[src/rtl/msg_unit_pkg.sv]
// Shared definitions for the message readout unit packer.
// Assumes the unit-width code is 00 = 8 bits, 01 = 7 bits, 1x = 4 bits.
package msg_unit_pkg;

    typedef enum logic [1:0] {
        UNIT_8 = 2'b00,
        UNIT_7 = 2'b01,
        UNIT_4 = 2'b10
    } unit_len_e;

    // Number of payload bits a unit-width code takes.
    function automatic logic [3:0] unit_bits(input logic [1:0] code);
        logic [3:0] n;
        case (code)
            2'b00:   n = 4'd8;
            2'b01:   n = 4'd7;
            default: n = 4'd4;
        endcase
        return n;
    endfunction

    // Combined error grade from BCH count and parity failure.
    function automatic logic [1:0] grade(input logic [1:0] bch, input logic par);
        logic [2:0] sum;
        sum = {1'b0, bch} + {2'b00, par};
        if (bch == 2'd3 || sum > 3'd3) return 2'd3;
        return sum[1:0];
    endfunction

endpackage

[src/rtl/mup_err_grade.sv]
// Error grading for incoming words.
// Produces the registered grade of the latest word and, combinationally,
// whether the incoming word reaches the programmed flag limit.
// Assumes word_valid is a one-cycle strobe.
module mup_err_grade
    import msg_unit_pkg::*;
(
    input  logic       clk,
    input  logic       rst_n,
    input  logic       word_valid,
    input  logic [1:0] bch_errs,
    input  logic       par_err,
    input  logic [1:0] err_limit,
    output logic [1:0] err_code,
    output logic       new_hot
);

    logic [1:0] grade_now;

    // Grade of the word presented this cycle and its threshold test.
    always_comb begin
        grade_now = grade(bch_errs, par_err);
        new_hot   = (err_limit != 2'b00) && (grade_now >= err_limit);
    end

    // Hold the grade of the most recent word.
    always_ff @(posedge clk) begin
        if (!rst_n)          err_code <= 2'd0;
        else if (word_valid) err_code <= grade_now;
    end

endmodule

[src/rtl/mup_bit_pool.sv]
// Payload bit store with read-side extraction.
// Holds the unread payload bits of the current word plus any carried
// leftover of the previous word (fewer than one unit). The newest bit
// is at index 0 and the earliest unread bit at index cnt-1.
// Assumes msg_start, word_valid, msg_end_in and rd_req are strobes.
module mup_bit_pool
    import msg_unit_pkg::*;
#(
    parameter int WORD_W   = 32,
    parameter int PAY_HI   = 30,
    parameter int PAY_LO   = 11,
    parameter int UNIT_MAX = 8
) (
    input  logic                clk,
    input  logic                rst_n,
    input  logic                msg_start,
    input  logic                word_valid,
    input  logic [WORD_W-1:0]   word_in,
    input  logic                new_hot,
    input  logic                msg_end_in,
    input  logic                rd_req,
    input  logic [1:0]          rd_len,
    output logic [UNIT_MAX-1:0] unit_raw,
    output logic                unit_flag,
    output logic                last,
    output logic                ovfl
);

    localparam int PAY_W  = PAY_HI - PAY_LO + 1;
    localparam int POOL_W = PAY_W + UNIT_MAX - 1;
    localparam int CNT_W  = $clog2(POOL_W + 1);

    logic [POOL_W-1:0] pool_q;
    logic [CNT_W-1:0]  cnt_q;
    logic [CNT_W-1:0]  carry_q;
    logic              hot_cur_q;
    logic              hot_prev_q;
    logic              ended_q;
    logic              ovfl_q;
    logic [CNT_W-1:0]  len_q;

    logic [CNT_W-1:0]  len_now;
    logic [CNT_W-1:0]  len_eff;
    logic              enough;
    logic              go;
    logic [CNT_W-1:0]  take;
    logic [CNT_W-1:0]  cnt_after;
    logic [CNT_W-1:0]  carry_after;
    logic [PAY_W-1:0]  payload;

    // Decide whether this read consumes bits and how many.
    always_comb begin
        len_now = CNT_W'(unit_bits(rd_len));
        len_eff = rd_req ? len_now : len_q;
        enough  = (cnt_q >= len_now);
        go      = rd_req && (enough || ended_q);
        take    = enough ? len_now : cnt_q;
        payload = word_in[PAY_HI:PAY_LO];
    end

    // Counts left after the read of this cycle.
    always_comb begin
        cnt_after   = go ? (cnt_q - take) : cnt_q;
        carry_after = carry_q;
        if (go) carry_after = (carry_q > take) ? (carry_q - take) : '0;
    end

    // Pick out the unit, earliest bit in position 0, zero above take.
    always_comb begin
        unit_raw = '0;
        for (int k = 0; k < UNIT_MAX; k++) begin
            logic [CNT_W-1:0] idx;
            idx = cnt_q - CNT_W'(k + 1);
            if (go && (CNT_W'(k) < take)) unit_raw[k] = pool_q[idx];
        end
    end

    // Flag: bits from a word over the limit, or the final unit after end.
    always_comb begin
        logic from_prev;
        logic from_cur;
        from_prev = (take != '0) && (carry_q != '0) && hot_prev_q;
        from_cur  = (take > carry_q) && hot_cur_q;
        unit_flag = go && (from_prev || from_cur || (ended_q && (cnt_q <= len_now)));
    end

    // Store update: message start, reads, word arrival and overflow.
    always_ff @(posedge clk) begin
        if (!rst_n) begin
            pool_q     <= '0;
            cnt_q      <= '0;
            carry_q    <= '0;
            hot_cur_q  <= 1'b0;
            hot_prev_q <= 1'b0;
            ended_q    <= 1'b1;
            ovfl_q     <= 1'b0;
            len_q      <= CNT_W'(8);
        end else if (msg_start) begin
            cnt_q      <= '0;
            carry_q    <= '0;
            hot_cur_q  <= 1'b0;
            hot_prev_q <= 1'b0;
            ended_q    <= 1'b0;
            ovfl_q     <= 1'b0;
        end else begin
            if (rd_req) len_q <= len_now;
            if (word_valid) begin
                hot_cur_q <= new_hot;
                ended_q   <= msg_end_in;
                if (cnt_after >= len_eff) begin
                    ovfl_q     <= 1'b1;
                    pool_q     <= POOL_W'(payload);
                    cnt_q      <= CNT_W'(PAY_W);
                    carry_q    <= '0;
                    hot_prev_q <= 1'b0;
                end else begin
                    pool_q     <= {pool_q[POOL_W-PAY_W-1:0], payload};
                    cnt_q      <= cnt_after + CNT_W'(PAY_W);
                    carry_q    <= cnt_after;
                    hot_prev_q <= hot_cur_q;
                end
            end else begin
                cnt_q   <= cnt_after;
                carry_q <= carry_after;
                if (msg_end_in) ended_q <= 1'b1;
            end
        end
    end

    assign last = ended_q && (cnt_q == '0);
    assign ovfl = ovfl_q;

endmodule

[src/rtl/mup_unit_fmt.sv]
// Output formatting of one readout unit.
// Places the flag into bit 7 (7-bit units) or bits 7..4 (4-bit units)
// and registers the byte on each read. Assumes raw is zero above the
// unit width.
module mup_unit_fmt
    import msg_unit_pkg::*;
#(
    parameter int UNIT_MAX = 8
) (
    input  logic                clk,
    input  logic                rst_n,
    input  logic                rd_req,
    input  logic [1:0]          rd_len,
    input  logic [UNIT_MAX-1:0] raw,
    input  logic                flag,
    output logic [UNIT_MAX-1:0] rd_data
);

    logic [UNIT_MAX-1:0] shaped;

    // Merge flag bits according to the unit width.
    always_comb begin
        case (rd_len)
            UNIT_8:  shaped = raw;
            UNIT_7:  shaped = {flag, raw[UNIT_MAX-2:0]};
            default: shaped = {{(UNIT_MAX-4){flag}}, raw[3:0]};
        endcase
    end

    // Capture the unit when a read is requested.
    always_ff @(posedge clk) begin
        if (!rst_n)      rd_data <= '0;
        else if (rd_req) rd_data <= shaped;
    end

endmodule

[src/rtl/msg_unit_packer.sv]
// Top of the message readout unit packer.
// Grades each incoming word, stores its payload bits and serves them in
// 8, 7 or 4 bit units with status flags. Assumes a synchronous reset
// and single-cycle strobes on all control inputs.
module msg_unit_packer
    import msg_unit_pkg::*;
#(
    parameter int WORD_W   = 32,
    parameter int PAY_HI   = 30,
    parameter int PAY_LO   = 11,
    parameter int UNIT_MAX = 8
) (
    input  logic              clk,
    input  logic              rst_n,
    input  logic              msg_start,
    input  logic              word_valid,
    input  logic [WORD_W-1:0] word_in,
    input  logic [1:0]        bch_errs,
    input  logic              par_err,
    input  logic              msg_end_in,
    input  logic [1:0]        err_limit,
    input  logic              rd_req,
    input  logic [1:0]        rd_len,
    output logic [7:0]        rd_data,
    output logic [1:0]        err_code,
    output logic              last,
    output logic              ovfl
);

    logic                new_hot;
    logic [UNIT_MAX-1:0] unit_raw;
    logic                unit_flag;

    mup_err_grade u_grade (
        .clk       (clk),
        .rst_n     (rst_n),
        .word_valid(word_valid),
        .bch_errs  (bch_errs),
        .par_err   (par_err),
        .err_limit (err_limit),
        .err_code  (err_code),
        .new_hot   (new_hot)
    );

    mup_bit_pool #(
        .WORD_W  (WORD_W),
        .PAY_HI  (PAY_HI),
        .PAY_LO  (PAY_LO),
        .UNIT_MAX(UNIT_MAX)
    ) u_pool (
        .clk       (clk),
        .rst_n     (rst_n),
        .msg_start (msg_start),
        .word_valid(word_valid),
        .word_in   (word_in),
        .new_hot   (new_hot),
        .msg_end_in(msg_end_in),
        .rd_req    (rd_req),
        .rd_len    (rd_len),
        .unit_raw  (unit_raw),
        .unit_flag (unit_flag),
        .last      (last),
        .ovfl      (ovfl)
    );

    mup_unit_fmt #(
        .UNIT_MAX(UNIT_MAX)
    ) u_fmt (
        .clk    (clk),
        .rst_n  (rst_n),
        .rd_req (rd_req),
        .rd_len (rd_len),
        .raw    (unit_raw),
        .flag   (unit_flag),
        .rd_data(rd_data)
    );

endmodule

[config.mk]
export PLATFORM = sky130hd
export DESIGN_NAME = msg_unit_packer
export DESIGN_NICKNAME = d
export VERILOG_FILES = /design/src/rtl/msg_unit_pkg.sv /design/src/rtl/mup_err_grade.sv /design/src/rtl/mup_bit_pool.sv /design/src/rtl/mup_unit_fmt.sv /design/src/rtl/msg_unit_packer.sv
export SDC_FILE = /design/constraint.sdc
export NUM_CORES = 1
export LEC_CHECK = 0
export BUFFER_PORTS_ARGS = -buffer_cell sky130_fd_sc_hd__buf_2
export CAP_MARGIN = 10
export CORE_ASPECT_RATIO = 1.25
export CORE_MARGIN = 2
export CORE_UTILIZATION = 40
export DETAILED_ROUTE_END_ITERATION = 6
export PLACE_DENSITY_LB_ADDON = 0.2
export SYNTH_ARGS = -nofsm -noshare
export SYNTH_HDL_FRONTEND = slang
export SYNTH_SLANG_ARGS = --single-unit
[constraint.sdc]
create_clock -name clk -period 7 [get_ports clk]
set_input_delay 0 -clock clk [delete_from_list [all_inputs] [get_ports clk]]
set_output_delay 0 -clock clk [all_outputs]
set_load 0.03 [all_outputs]
# After elaboration in Yosys (flattened, before gate mapping)
# Index checks and enable logic that the tools add are counted.
totals:
  register_bits: 56
  in_bits: 45
  out_inout_bits: 12
  word_cells: 122
op_classes:
  addsub: 12
  n_lt_le_gt_ge: 23
  eq_ne: 2
  mux: 43
  n_bitwise: 2
  reduce_logical: 30
op_table:
  columns: ["operator", "n"]
  rows:
  - ["$lt A5 B6 Y1 const B", 8]
  - ["$mux W5", 9]
  - ["$bmux W1 S5", 8]
  - ["$mux W27", 1]
  - ["$mux W1", 21]
  - ["$lt A3 B5 Y1 const A", 4]
  - ["$sub A5 B3 Y5 const B", 4]
  - ["$logic_and A1 B1 Y1", 16]
  - ["$pmux W8 S2", 1]
  - ["$gt A5 B5 Y1", 2]
  - ["$lt A1 B5 Y1 const A", 2]
  - ["$lt A2 B5 Y1 const A", 2]
  - ["$reduce_bool A5 Y1", 2]
  - ["$sub A5 B2 Y5 const B", 2]
  - ["$sub A5 B5 Y5", 2]
  - ["$pmux W4 S2", 1]
  - ["$add A5 B5 Y5 const B", 1]
  - ["$ge A5 B4 Y1", 1]
  - ["$ge A5 B5 Y1", 1]
  - ["$le A5 B4 Y1", 1]
  - ["$logic_not A5 Y1", 1]
  - ["$sub A5 B1 Y5 const B", 1]
  - ["$sub A5 B4 Y5 const B", 1]
  - ["$logic_or A1 B1 Y1", 4]
  - ["12 further kinds", 16]

# Longest topological paths before layout
# Gate-level depths: netlist of the first run.
depth:
  word_depth: 11
  depth_mapped: 27
  ltp_nobuf: 22

# By module
# From an unflattened synthesis of the first run, not the netlist that was laid out.
hier_totals:
  hier_cells: 522
  area_unflattened_um2: 4784.6
modules_own_cells:
  columns: ["mod", "n_inst", "cells_each", "area_per_inst_um2", "seq_area_each_um2"]
  rows:
  - ["mup_bit_pool", 1, 473, 4314.1, 920.9]
  - ["mup_unit_fmt", 1, 30, 315.3, 160.2]
  - ["mup_err_grade", 1, 19, 155.1, 40.0]

# Worst setup path after synthesis of the first run
# OpenSTA, ideal clock, no wires.
synth_timing:
  path_kind: "register to register"
  startpoint: "register u_pool.cnt_q[0]"
  endpoint: "register u_pool.cnt_q[4]"
  setup_ps: 129
  t_arrival_ps: 5009
  required_time_ps: 6871
  slack_ps: 1862
  stages_incl_launch_ff: 28
  path_buffers: 6
  period_less_slack_ps: 5138
  path_cell_list: "dfxtp_1 -> buf_4 -> buf_4 -> buf_4 -> buf_2 -> inv_1 -> ha_1 -> inv_1 -> a221oi_4 -> or2_2 -> buf_2 -> nand2_1 -> o21ai_0 -> ha_1 -> inv_1 -> fa_1 -> a21o_1 -> a21oi_1 -> o311ai_0 -> xor2_1 -> inv_1 -> ha_1 -> a21o_1 -> a31oi_1 -> clkbuf_1 -> a21oi_1 -> nand3_1 -> o21ai_0"
synth_via:
  elab_chain_len: 7
  elab_cells_between_ends: 10
  classes_between: "add/sub (2); order compare (2); mux (4); reduce/logical (2)"
synth_lines:
  columns: ["item", "line", "source"]
  rows:
  - ["from (decl)", "mup_bit_pool.sv:34", "logic [CNT_W-1:0] cnt_q;"]
  - ["from (signal assigned)", "mup_bit_pool.sv:113", "cnt_q <= CNT_W'(PAY_W);"]
  - ["from (signal assigned)", "mup_bit_pool.sv:118", "cnt_q <= cnt_after + CNT_W'(PAY_W);"]
  - ["from (signal assigned)", "mup_bit_pool.sv:123", "cnt_q <= cnt_after;"]
  - ["$ge A5 B4 Y1", "mup_bit_pool.sv:55", "enough = (cnt_q >= len_now);"]
  - ["$mux W5 or $logic_or A1 B1 Y1 (tied branches)", "mup_bit_pool.sv:57, mup_bit_pool.sv:56", null]
  - ["$sub A5 B5 Y5 or $logic_and A1 B1 Y1 (tied branches)", "mup_bit_pool.sv:63, mup_bit_pool.sv:56", null]
  - ["$mux W5 (*)", "mup_bit_pool.sv:63", "cnt_after = go ? (cnt_q - take) : cnt_q;"]
  - ["$add A5 B5 Y5 or $ge A5 B5 Y1 (tied branches)", "mup_bit_pool.sv:118, mup_bit_pool.sv:110", null]
  - ["$mux W5", "mup_bit_pool.sv:110", "if (cnt_after >= len_eff) begin"]
  - ["$mux W5 (*)", "mup_bit_pool.sv:107", "if (word_valid) begin"]
# Every way passes the cells marked *; elsewhere a longest branch is shown, timed or not.
# A chain may end at the register's enable or synchronous reset.

# Worst setup path after layout of the first run
layout_timing:
  startpoint: "register u_pool.cnt_q[0]"
  endpoint: "register u_pool.carry_q[2]"
layout_via:
  elab_chain_len: 7
  elab_cells_between_ends: 14
  classes_between: "add/sub (2); order compare (3); mux (6); reduce/logical (3)"
layout_lines:
  columns: ["item", "line", "source"]
  rows:
  - ["$ge A5 B4 Y1", "mup_bit_pool.sv:55", null]
  - ["$mux W5 or $logic_or A1 B1 Y1 (tied branches)", "mup_bit_pool.sv:57, mup_bit_pool.sv:56", null]
  - ["$sub A5 B5 Y5 or $logic_and A1 B1 Y1 (tied branches)", "mup_bit_pool.sv:63, mup_bit_pool.sv:56", null]
  - ["$mux W5", "mup_bit_pool.sv:63", null]
  - ["$ge A5 B5 Y1", "mup_bit_pool.sv:110", null]
  - ["$mux W5", "mup_bit_pool.sv:110", null]
  - ["$mux W5", "mup_bit_pool.sv:107", null]
  - ["to (signal assigned)", "mup_bit_pool.sv:119", "carry_q <= cnt_after;"]
  - ["to (signal assigned)", "mup_bit_pool.sv:124", "carry_q <= carry_after;"]
  - ["to (decl)", "mup_bit_pool.sv:35", "logic [CNT_W-1:0] carry_q;"]
# Several ways; a longest one is shown, not always the timed one. The select of a mux whose other input is x is not followed.

==> impl_results.md, run 1 <==
* Filler cell count in the final layout at 1071
* Largest net degree at the start of global routing at 43
* CP max FO at 36
* Post-synthesis async set-or-reset flop share at 0%
* Period utilization at 77.5%
* F_max at 184 MHz
* # clock sinks at 56
* Clk root buf: clkbuf_16
* Synth unique cells at 64
* Cell taking the most area after synthesis: dfxtp_1
* Critical Setup Path Class: reg -> reg
* Warnings, synthesis at 0
* Post-CTS sizing at 0
* Yosys top cell area share at 24.7%
* Hold Violations, Final at 0
* Die Height at 123 um
* Vias in the first global route at 3720
* HP Class: in -> reg
* Final setup vio count at 0
* Area grow syn2layout at 14.3%
* Main synth FF type: dfxtp_1
* Die W at 99.3 um
* WP data arrival at 5.68 ns
* PwrDens at 258 nW/um^2
* Setup crit start kind: register
* Nets at 633
* Global-route wire length before repair at 18800 um
* Sequential fraction of the synthesis area at 24.7%
* Critical path depth in cells at 23
* Port bufs at 44
* Final Skew at 0.00389 ns
* Worst R2R Start: u_pool.cnt_q[0]
* Setup tns final at 0 ns
* RD Place Congestion at 0.924
* Initial Utilization at 40.9%
* Delay-heaviest family, CP: compound AO/OA/AOI/OAI gates
* HP Start: msg_start
* Initial DRC Count at 225
* Io pins at 57
* Cell count after synthesis at 507
* Worst Hold End: u_pool.ended_q
* Most frequent cell after synthesis: nand2_1
* Slowest cell on crit path: buf_4
* Flop-to-flop setup slack at 1.57 ns
* Share of layout cells above drive strength 1 at 18.2%
* Most used cell, CP: inv_1
* Leak at 1.97 nW
* RSZ-0062 raised after global routing: no
* CTS Buffer Depth at 2
* CTS H-tree depth at 2
* WHS Path Cells at 2
* Post-DP HPWL at 8640 um
* Tmin final at 5.43 ns
* Clock transition at the registers of the reported paths at 0.08 ns
* Design Area, Final at 5180 sq um
* TritonRoute pass-1 iters at 4
* ANT nets after route at 0
* Num CTS Buffers at 5
* Slew HR at 32.5%
* Avg Cell Area, Syn at 8.95 sq um
* Post-Syn Area at 4540 sq um
* Ant diodes at 0
* Register area at 1120 sq um
* Post-CTS Setup Repair Bufs at 0
* Die area at 12200 sq um
* WL final at 11500 um
* Synth area leaders: dfxtp_1 (25%), mux4_2 (15%), ha_1 (8.8%)
* Maximum vdd drop at 0.000105 V
* Cell Area, Placed at 4830 sq um
* Core Footprint at 11100 sq um
* Most frequent cells after synthesis: nand2_1 (79), dfxtp_1 (56), a21boi_0 (34), ha_1 (32), mux4_2 (31)
* Total GRT Usage at 19.4%
* Routed wire per std cell at 16.7 um
* Run status: finished, final reports clean
* Vias per cell at 5.72
* Worst Setup End Kind: register
* EDFF count, synth at 0
* Buf/Inv on CP at 6
* CP max stage delay at 0.43 ns
* CTS tree: built
* Clk_lat worst skew at 0.30 ns
* Reg-to-Reg End: u_pool.carry_q[2]
* Synth Net Count at 586
* DRC violations left at 0
* Final Max Slew Viols at 0
* Crit path required time at 7.25 ns
* Antenna violations before repair at 0
* Slew @ Worst Pin at 1.01 ns
* Congestion Overflow GR at 0
* Worst r2r path cells at 23
* Yosys reg bits at 56
* CTS Hold Bufs at 21
* CP cell instances: buf_4, inv_1, ha_1, inv_1, a221oi_4, or2_2, nand2_1, o21ai_0, ha_1, inv_1, fa_1, a21o_1, a21oi_1, o311ai_0, xor2_1, inv_1, ha_1, a21o_1, a31oi_1, buf_4, nand2_1, nor2_1, o221a_2
* Via count at 3945
* Rows at 43
* Area occupied by multi-input gates at 3180 sq um
* Max cap viols at 0
-- layout by cell type (no fill, tap or decap), types with 5 or more instances in the layout --
master,instances
a21boi_0,34
a21o_1,5
a21oi_1,25
buf_2,44
buf_4,5
clkbuf_16,5
dfxtp_1,55
dlygate4sd3_1,21
ha_1,32
inv_1,25
mux2i_1,13
mux4_2,31
nand2_1,79
nand2b_1,6
nand3_1,13
nor2_1,19
nor2b_1,10
o21a_1,7
o21ai_0,27
xnor2_1,10
xor2_1,10
-- cell type report --
| class | count | share of cell area, % |
|---|---|---|
| Clock inverter | 2 | 0.314 |
| Clock buffer | 6 | 2.49 |
| Multi-Input combinational cell | 395 | 61.4 |
| Inverter | 26 | 1.88 |
| Sequential cell | 56 | 21.6 |
| Timing Repair Buffer | 70 | 9.03 |
| Tap cell | 135 | 3.26 |
-- report_power, final --
| part | total (mW) | internal [mW] | switching (mW) | leakage [nW] |
|---|---|---|---|---|
| combinational | 0.708 | 0.297 | 0.410 | 1.45 |
| sequential | 0.373 | 0.342 | 0.0308 | 0.457 |
| clock | 0.258 | 0.134 | 0.124 | 0.0671 |
| total | 1.34 | 0.774 | 0.565 | 1.97 |
-- per-stage QoR --
stage	std cells	util (%)	power (mW)	hold WS, ns	setup WS (ns)
final	690	46.8	1.34	0.00824	1.57
after global routing	690	46.8	1.44	0.0486	1.09
after CTS	690	46.8	1.34	0.00557	1.55
after detailed placement	661	43.6	1.07	0.259	1.59
after global placement	661	43.6	1.06	0.252	1.69
after floorplan	507	-	0.911	0.112	1.86
-- metal layers --
layer | vias up | track usage, % | wire length [um]
met5 | - | 0 | 0
met2 | 93 | 33.2 | 5690
li1 | 1950 | - | -
met3 | 22 | 2.66 | 432
met4 | 0 | 8.13 | 382
met1 | 1880 | 24.6 | 5030
-- how the worst max path moves through the flow --
stage	from	to	slack, ns
floorplan	u_pool.cnt_q[0]	u_pool.cnt_q[4]	1.86
global placement	u_pool.cnt_q[0]	u_pool.carry_q[2]	1.69
detailed placement	u_pool.cnt_q[0]	u_pool.carry_q[2]	1.59
CTS	u_pool.cnt_q[0]	u_pool.carry_q[2]	1.55
global route	u_pool.cnt_q[0]	u_pool.carry_q[2]	1.09
finish	u_pool.cnt_q[0]	u_pool.carry_q[2]	1.57
-- registers in the layout, indices dropped and copies added, names as in the netlist --
register           count
u_fmt.rd_data          8
u_grade.err_code       2
u_pool.carry_q         5
u_pool.cnt_q           5
u_pool.ended_q         1
u_pool.hot_cur_q       1
u_pool.hot_prev_q      1
u_pool.len_q           5
u_pool.ovfl            1
u_pool.pool_q         27
-- kinds of logic (layout without fill, tap and decap cells) --
logic type / after synthesis / after routing / synth area share (%)
AND/OR/NAND/NOR: 148 / 148 / 14.9
AO/OA/AOI/OAI: 144 / 144 / 22.3
flip-flops: 56 / 56 / 24.7
buffers and inverters: 56 / 104 / 5.21
multiplexers: 48 / 48 / 19.2
adder cells (fa/ha/maj): 34 / 34 / 9.70
XOR/XNOR: 20 / 20 / 3.86
other: 1 / 1 / 0.0826
-- worst register-to-register path, stage by stage (launching register included) --
cell and delay [ns]:
dfxtp_2 0.31, buf_4 0.43, inv_1 0.30, ha_1 0.37, inv_1 0.07, a221oi_4 0.36
or2_2 0.31, nand2_1 0.10, o21ai_0 0.18, ha_1 0.24, inv_1 0.05, fa_1 0.40
a21o_1 0.18, a21oi_1 0.13, o311ai_0 0.16, xor2_1 0.30, inv_1 0.09, ha_1 0.30
a21o_1 0.18, a31oi_1 0.14, buf_4 0.22, nand2_1 0.14, nor2_1 0.20, o221a_2 0.22
Power figures use the tool's default switching activity.
==> run 2: changes to the inputs <==
==> constraint.sdc (replaced) <==
create_clock -name clk -period 5.2 [get_ports clk]
set_input_delay 0 -clock clk [delete_from_list [all_inputs] [get_ports clk]]
set_output_delay 0 -clock clk [all_outputs]
set_load 0.03 [all_outputs]
==> run 2 against run 1 <==
Net effect:
- critical path depth shrank 3
- sequential share of layout area decreased by 0.39 points
- non-clock buffer count up 8
- power is 42% higher
- first-iteration DRC count up 15%
- critical path type unchanged
- critical endpoint is now u_pool.carry_q[4]
- largest power group unchanged
==> impl_results.md, run 2 (synthesis results as in run 1) <==
* Run status: finished, final reports clean
* Design Area, Final at 5280 sq um (+1.8%)
* Port bufs at 44 (unchanged)
* Final setup vio count at 0 (unchanged)
* Vias in the first global route at 3936 (+5.8%)
* CTS tree: built
* Die W at 99.3 um (unchanged)
* Clk root buf: clkbuf_16
* Initial DRC Count at 259 (+15%)
* Crit path required time at 5.43 ns (-1.82 ns)
* Setup crit start kind: register
* Critical Setup Path Class: reg -> reg
* Leak at 2.03 nW (+2.9%)
* RD Place Congestion at 0.873 (-5.4%)
* WL final at 11900 um (+2.8%)
* Flop-to-flop setup slack at 0.39 ns (-1.18 ns)
* WHS Path Cells at 3 (+1)
* Ant diodes at 0 (unchanged)
* Nets at 641 (+1.3%)
* Final Util at 47.6% (+0.86 points)
* Via count at 4012 (+1.7%)
* Num CTS Buffers at 5 (unchanged)
* Final Max Slew Viols at 0 (unchanged)
* WP data arrival at 5.04 ns (-0.64 ns)
* Fin worst setup slack at 0.394 ns (-1.18 ns)
* Post-DP HPWL at 8890 um (+2.8%)
* Routed wire per std cell at 17.0 um (+1.6%)
* ANT nets after route at 0 (unchanged)
* Final hold slack at 0.0523 ns (+0.0441 ns)
* Io pins at 57 (unchanged)
* Largest net degree at the start of global routing at 43 (unchanged)
* TritonRoute pass-1 iters at 6 (+2)
* Global-route wire length before repair at 19600 um (+4.5%)
* RSZ-0062 raised after global routing: no
* Clk_lat worst skew at 0.30 ns (about the same)
* CTS H-tree depth at 2 (unchanged)
* # clock sinks at 56 (unchanged)
* Die Height at 123 um (unchanged)
* Vias per cell at 5.75 (+0.53%)
* HP Class: in -> reg
* Initial Utilization at 40.9% (unchanged)
* CTS Buffer Depth at 2 (unchanged)
* CP max FO at 8 (-78%)
* Hold Violations, Final at 0 (unchanged)
* HP Start: word_valid
* Slew HR at 29.3% (-3.2 points)
* Worst slack at placement at 0.305 ns (-1.28 ns)
* Worst r2r path cells at 20 (-13%)
* Slew @ Worst Pin at 1.06 ns (+0.0476 ns)
* Maximum vdd drop at 0.000163 V (+55%)
* Largest register FFs at 27 (unchanged)
* Period utilization at 92.4% (+15 points)
* DRC violations left at 0 (unchanged)
* Final Skew at 0.00556 ns (+0.00167 ns)
* F_max at 208 MHz (+13%)
* Max cap viols at 0 (unchanged)
* Post-CTS Setup Repair Bufs at 0 (unchanged)
* Area grow syn2layout at 16.3%
* PwrDens at 360 nW/um^2 (+40%)
* Cell Area, Placed at 4880 sq um (+1.1%)
* Worst Setup End Kind: register
* Most frequent cells in the layout: nand2_1 (79), dfxtp_1 (55), buf_2 (44), a21boi_0 (34), ha_1 (32)
* Share of layout cells above drive strength 1 at 19.5% (+1.3 points)
* Rows at 43 (unchanged)
* Die area at 12200 sq um (unchanged)
* Setup tns final at 0 ns (unchanged)
* Top flop regs: u_pool.pool_q: 27 flops, u_fmt.rd_data: 8 flops
* Worst R2R Start: u_pool.cnt_q[0]
* Commonest non-fill, non-tap cell in the layout: nand2_1
* Worst Hold End: u_pool.hot_prev_q
* Tmin final at 4.81 ns (-0.620 ns)
* Congestion Overflow GR at 0 (unchanged)
* Most flop-heavy register: u_pool.pool_q
* Core Footprint at 11100 sq um (unchanged)
* Antenna violations before repair at 0 (unchanged)
* Clock transition at the registers of the reported paths at 0.08 ns (about the same)
* Total GRT Usage at 20.2% (+0.80 points)
* Reg-to-Reg End: u_pool.carry_q[4]
==> run 2: power breakdown <==
part	switching, mW	leakage, nW	internal [mW]
sequential	0.0281	0.457	0.461
clock	0.170	0.0857	0.230
combinational	0.581	1.48	0.433
==> run 2: critical path, stage by stage (launching register included) <==
cell and delay, ns:
dfxtp_2 0.32, inv_1 0.25, ha_1 0.32, inv_1 0.10
a221oi_4 0.07, or2_2 0.37, o21ai_0 0.34, ha_1 0.25
inv_1 0.06, fa_1 0.40, a21o_1 0.17, a21oi_1 0.14
o311ai_0 0.16, xor2_1 0.28, inv_1 0.08, ha_1 0.31
a21o_1 0.20, a31oi_2 0.35, nand2_1 0.19, o22a_1 0.23
a21oi_1 0.14
==> run 2: stage by stage <==
step / power (mW) / cells
final: 1.90 / 698
after global routing: 2.04 / 698
after CTS: 1.89 / 698
after detailed placement: 1.48 / 668
after global placement: 1.46 / 668
after floorplan: 1.23 / 507
==> run 2: worst max path at each step <==
stage,startpoint,end,slack (ns)
5_1_grt,u_pool.cnt_q[0],u_pool.pool_q[25],0.02
3_5_place_dp,u_pool.cnt_q[0],u_pool.carry_q[2],0.30
4_1_cts,u_pool.cnt_q[0],u_pool.carry_q[4],0.27
2_1_floorplan,u_pool.cnt_q[0],u_pool.cnt_q[4],0.06
3_3_place_gp,u_pool.cnt_q[0],u_pool.carry_q[4],0.43
6_report,u_pool.cnt_q[0],u_pool.carry_q[4],0.39
==> run 2: timing repair <==
item                                   4_1_cts  5_1_grt
setup endpoints to repair                    0       13
endpoints found under the hold margin       21        0
gates resized for setup                      0        1
hold buffers                                22        0
==> run 2: layer usage <==
| metal | track usage (%) | up-vias | share of wire, % | routed length (um) |
|---|---|---|---|---|
| met5 | 0 | - | 0 | 0 |
| met4 | 8.99 | 0 | 4.1 | 486 |
| met3 | 2.94 | 28 | 4.1 | 484 |
| met2 | 34.6 | 112 | 49 | 5800 |
| met1 | 25.2 | 1905 | 43 | 5080 |
| li1 | - | 1967 | - | - |
==> run 2: final cells by class <==
| cell class | count | area, sq um |
|---|---|---|
| well taps | 135 | 169 |
| inverters | 26 | 97.6 |
| multi-input cells | 395 | 3190 |
| repair buffers | 78 | 531 |
| clock buffers | 5 | 125 |
| clock inverters | 3 | 46.3 |
| fillers | 1118 | 5800 |
| flip-flops and latches | 56 | 1120 |
==> run 3: changes to the inputs <==
--- a/config.mk
+++ b/config.mk
@@ -11,6 +11,7 @@
 export CORE_MARGIN = 2
 export CORE_UTILIZATION = 40
 export DETAILED_ROUTE_END_ITERATION = 6
+export GPL_TIMING_DRIVEN = 0
 export PLACE_DENSITY_LB_ADDON = 0.2
 export SYNTH_ARGS = -nofsm -noshare
 export SYNTH_HDL_FRONTEND = slang
==> constraint.sdc (replaced) <==
create_clock -name clk -period 5.65 [get_ports clk]
set_input_delay 0 -clock clk [delete_from_list [all_inputs] [get_ports clk]]
set_output_delay 0 -clock clk [all_outputs]
set_load 0.03 [all_outputs]
==> run 3 against run 2 <==
Net effect:
- global-route usage rose by 2.0 points
- largest power group unchanged
- critical path depth rose by 5
- critical path type unchanged
- sequential cell count did not move
- die area did not move
- cell count rose by 2.6%
- clock power fell by 6.7%
- design area rose by 1.7%
- critical endpoint is now u_pool.cnt_q[4]
- sequential power fell by 7.8%
- utilization rose by 0.79 points
- maximum frequency fell by 8.2%
==> impl_results.md, run 3 (synthesis results as in run 1) <==
* TritonRoute pass-1 iters at 5 (-1)
* Final Util at 48.4% (+0.79 points)
* Total GRT Usage at 22.2% (+2.0 points)
* Clk_lat worst skew at 0.31 ns (about the same)
* CTS Buffer Depth at 2 (unchanged)
* Initial DRC Count at 195 (-25%)
* Die Height at 123 um (unchanged)
* Clock transition at the registers of the reported paths at 0.08 ns (about the same)
* Congestion Overflow GR at 0 (unchanged)
* Io pins at 57 (unchanged)
* Largest register FFs at 27 (unchanged)
* Cell Int Power at 1.03 mW (-8.0%)
* Maximum vdd drop at 0.000154 V (-5.4%)
* Crit path required time at 5.82 ns (+0.39 ns)
* Setup crit start kind: register
* Largest net degree at the start of global routing at 20 (-53%)
* Commonest non-fill, non-tap cell in the layout: nand2_1
* Slew @ Worst Pin at 0.769 ns (-0.290 ns)
* Total power at 1.79 mW (-6.1%)
* Tmin final at 5.23 ns (+0.428 ns)
* Top flop regs: u_pool.pool_q: 27 flops, u_fmt.rd_data: 8 flops
* Comb pwr share at 53.8% (+0.6 points)
* Die W at 99.3 um (unchanged)
* RSZ-0062 raised after global routing: no
* Non-Filler Instances at 716 (+2.6%)
* Clk pwr share at 20.9% (-0.2 points)
* Final setup vio count at 0 (unchanged)
* # clock sinks at 56 (unchanged)
* DRC violations left at 0 (unchanged)
* Cell Area, Placed at 4920 sq um (+0.82%)
* Port bufs at 43 (-2.3%)
* Die area at 12200 sq um (unchanged)
* PwrDens at 333 nW/um^2 (-7.6%)
* Post-DP HPWL at 10100 um (+14%)
* Routed wire per std cell at 18.4 um (+8.3%)
* Critical Setup Path Class: reg -> reg
* Most flop-heavy register: u_pool.pool_q
* Buf/Inv on CP at 8 (+4)
* WP data arrival at 5.40 ns (+0.36 ns)
* Slew HR at 48.4% (+19 points)
* Final Max Slew Viols at 0 (unchanged)
* Delay-heaviest family, CP: compound AO/OA/AOI/OAI gates
* Post-placement cell count at 685 (+2.5%)
* Vias per cell at 5.70 (-0.84%)
* Design Area, Final at 5370 sq um (+1.7%)
* Worst Setup End Kind: register
* F_max at 191 MHz (-8.2%)
* CTS H-tree depth at 2 (unchanged)
* Most frequent cells in the layout: nand2_1 (79), dfxtp_1 (54), buf_2 (48), a21boi_0 (34), ha_1 (32)
* Leak at 2.05 nW (+1.3%)
* Hold Violations, Final at 0 (unchanged)
* Final Skew at 0.00878 ns (+0.00323 ns)
* Slowest cell on crit path: dfxtp_2
* Share of layout cells above drive strength 1 at 18.9% (-0.61 points)
* Period utilization at 92.6% (+0.21 points)
* Vias in the first global route at 4027 (+2.3%)
* Switching share of power at 42.1% (+1.2 points)
* Rows at 43 (unchanged)
* WL final at 13200 um (+11%)
* Via count at 4081 (+1.7%)
* Clk root buf: clkbuf_16
* CP max FO at 18 (+10)
* HP Class: in -> reg
* CTS tree: built
* Antenna violations before repair at 0 (unchanged)
* Sequential share of power at 25.3% (-0.4 points)
* ANT nets after route at 0 (unchanged)
* Area grow syn2layout at 18.3%
* Run status: finished, final reports clean
* Ant diodes at 0 (unchanged)
* Max cap viols at 0 (unchanged)
* Nets at 659 (+2.8%)
* RD Place Congestion at 0.895 (+2.5%)
* Core Footprint at 11100 sq um (unchanged)
* Initial Utilization at 40.9% (unchanged)
* Global-route wire length before repair at 21200 um (+8.1%)
* Num CTS Buffers at 5 (unchanged)
* CP max stage delay at 0.41 ns (about the same)
* Sw power at 0.753 mW (-3.4%)
[run 3: final cells by class]
| cell class | count | area, sq um |
|---|---|---|
| Sequential cell | 56 | 1120 |
| Tap cell | 135 | 169 |
| Buffer | 27 | 135 |
| Clock buffer | 5 | 125 |
| Multi-Input combinational cell | 395 | 3190 |
| Fill cell | 1115 | 5720 |
| Inverter | 26 | 101 |
| Clock inverter | 3 | 46.3 |
| Timing Repair Buffer | 69 | 480 |
[run 3: path summary, 6_finish.rpt]
check | from | to | slack (ns) | cells past startpoint
worst max-delay path | u_pool.cnt_q[0] | u_pool.cnt_q[4] | 0.42 | 25
worst max register to register | u_pool.cnt_q[0] | u_pool.cnt_q[4] | 0.42 | 25
worst min-delay path | err_limit[0] | u_pool.hot_cur_q | 0.07 | 3
worst min register to register | u_pool.len_q[2] | u_pool.len_q[2] | 0.45 | 2
[run 3: metrics by stage]
step / TNS [ns] / setup WS, ns / hold slack, ns
2_1_floorplan: 0 / 0.512 / 0.112
3_3_place_gp: -8.91 / -0.725 / 0.251
3_5_place_dp: -9.52 / -0.760 / 0.260
4_1_cts: 0 / 0.0902 / 0.0751
5_1_grt: 0 / 0.0597 / 0.122
6_report: 0 / 0.416 / 0.0746
[run 3: worst min-delay path, stage by stage]
cell	delay [ns]
buf_2	0.09
o221ai_1	0.12
a21oi_1	0.13
[run 3: power by group through the flow]
stage	sequential, mW	combinational, mW	clock (mW)
floorplan	0.467	0.662	0
detailed placement	0.460	0.887	0
global placement	0.458	0.876	0
global route	0.456	1.06	0.388
CTS	0.451	0.952	0.379
finish	0.451	0.962	0.374
[run 3: timing repair]
item,CTS,global route
endpoints found under the setup margin,19,19
buffers inserted,2,0
gates resized for setup,5,5
hold buffers,22,0
cloned,1,1
hold endpoints to repair,21,0
[run 3: layer usage]
layer | up-vias | global-route usage (%) | part of all wire [%]
met2 | 92 | 40.6 | 53
met5 | - | 0 | 0
li1 | 2000 | - | -
met4 | 0 | 7.36 | 2.5
met1 | 1970 | 26.8 | 41
met3 | 19 | 3.00 | 3.3
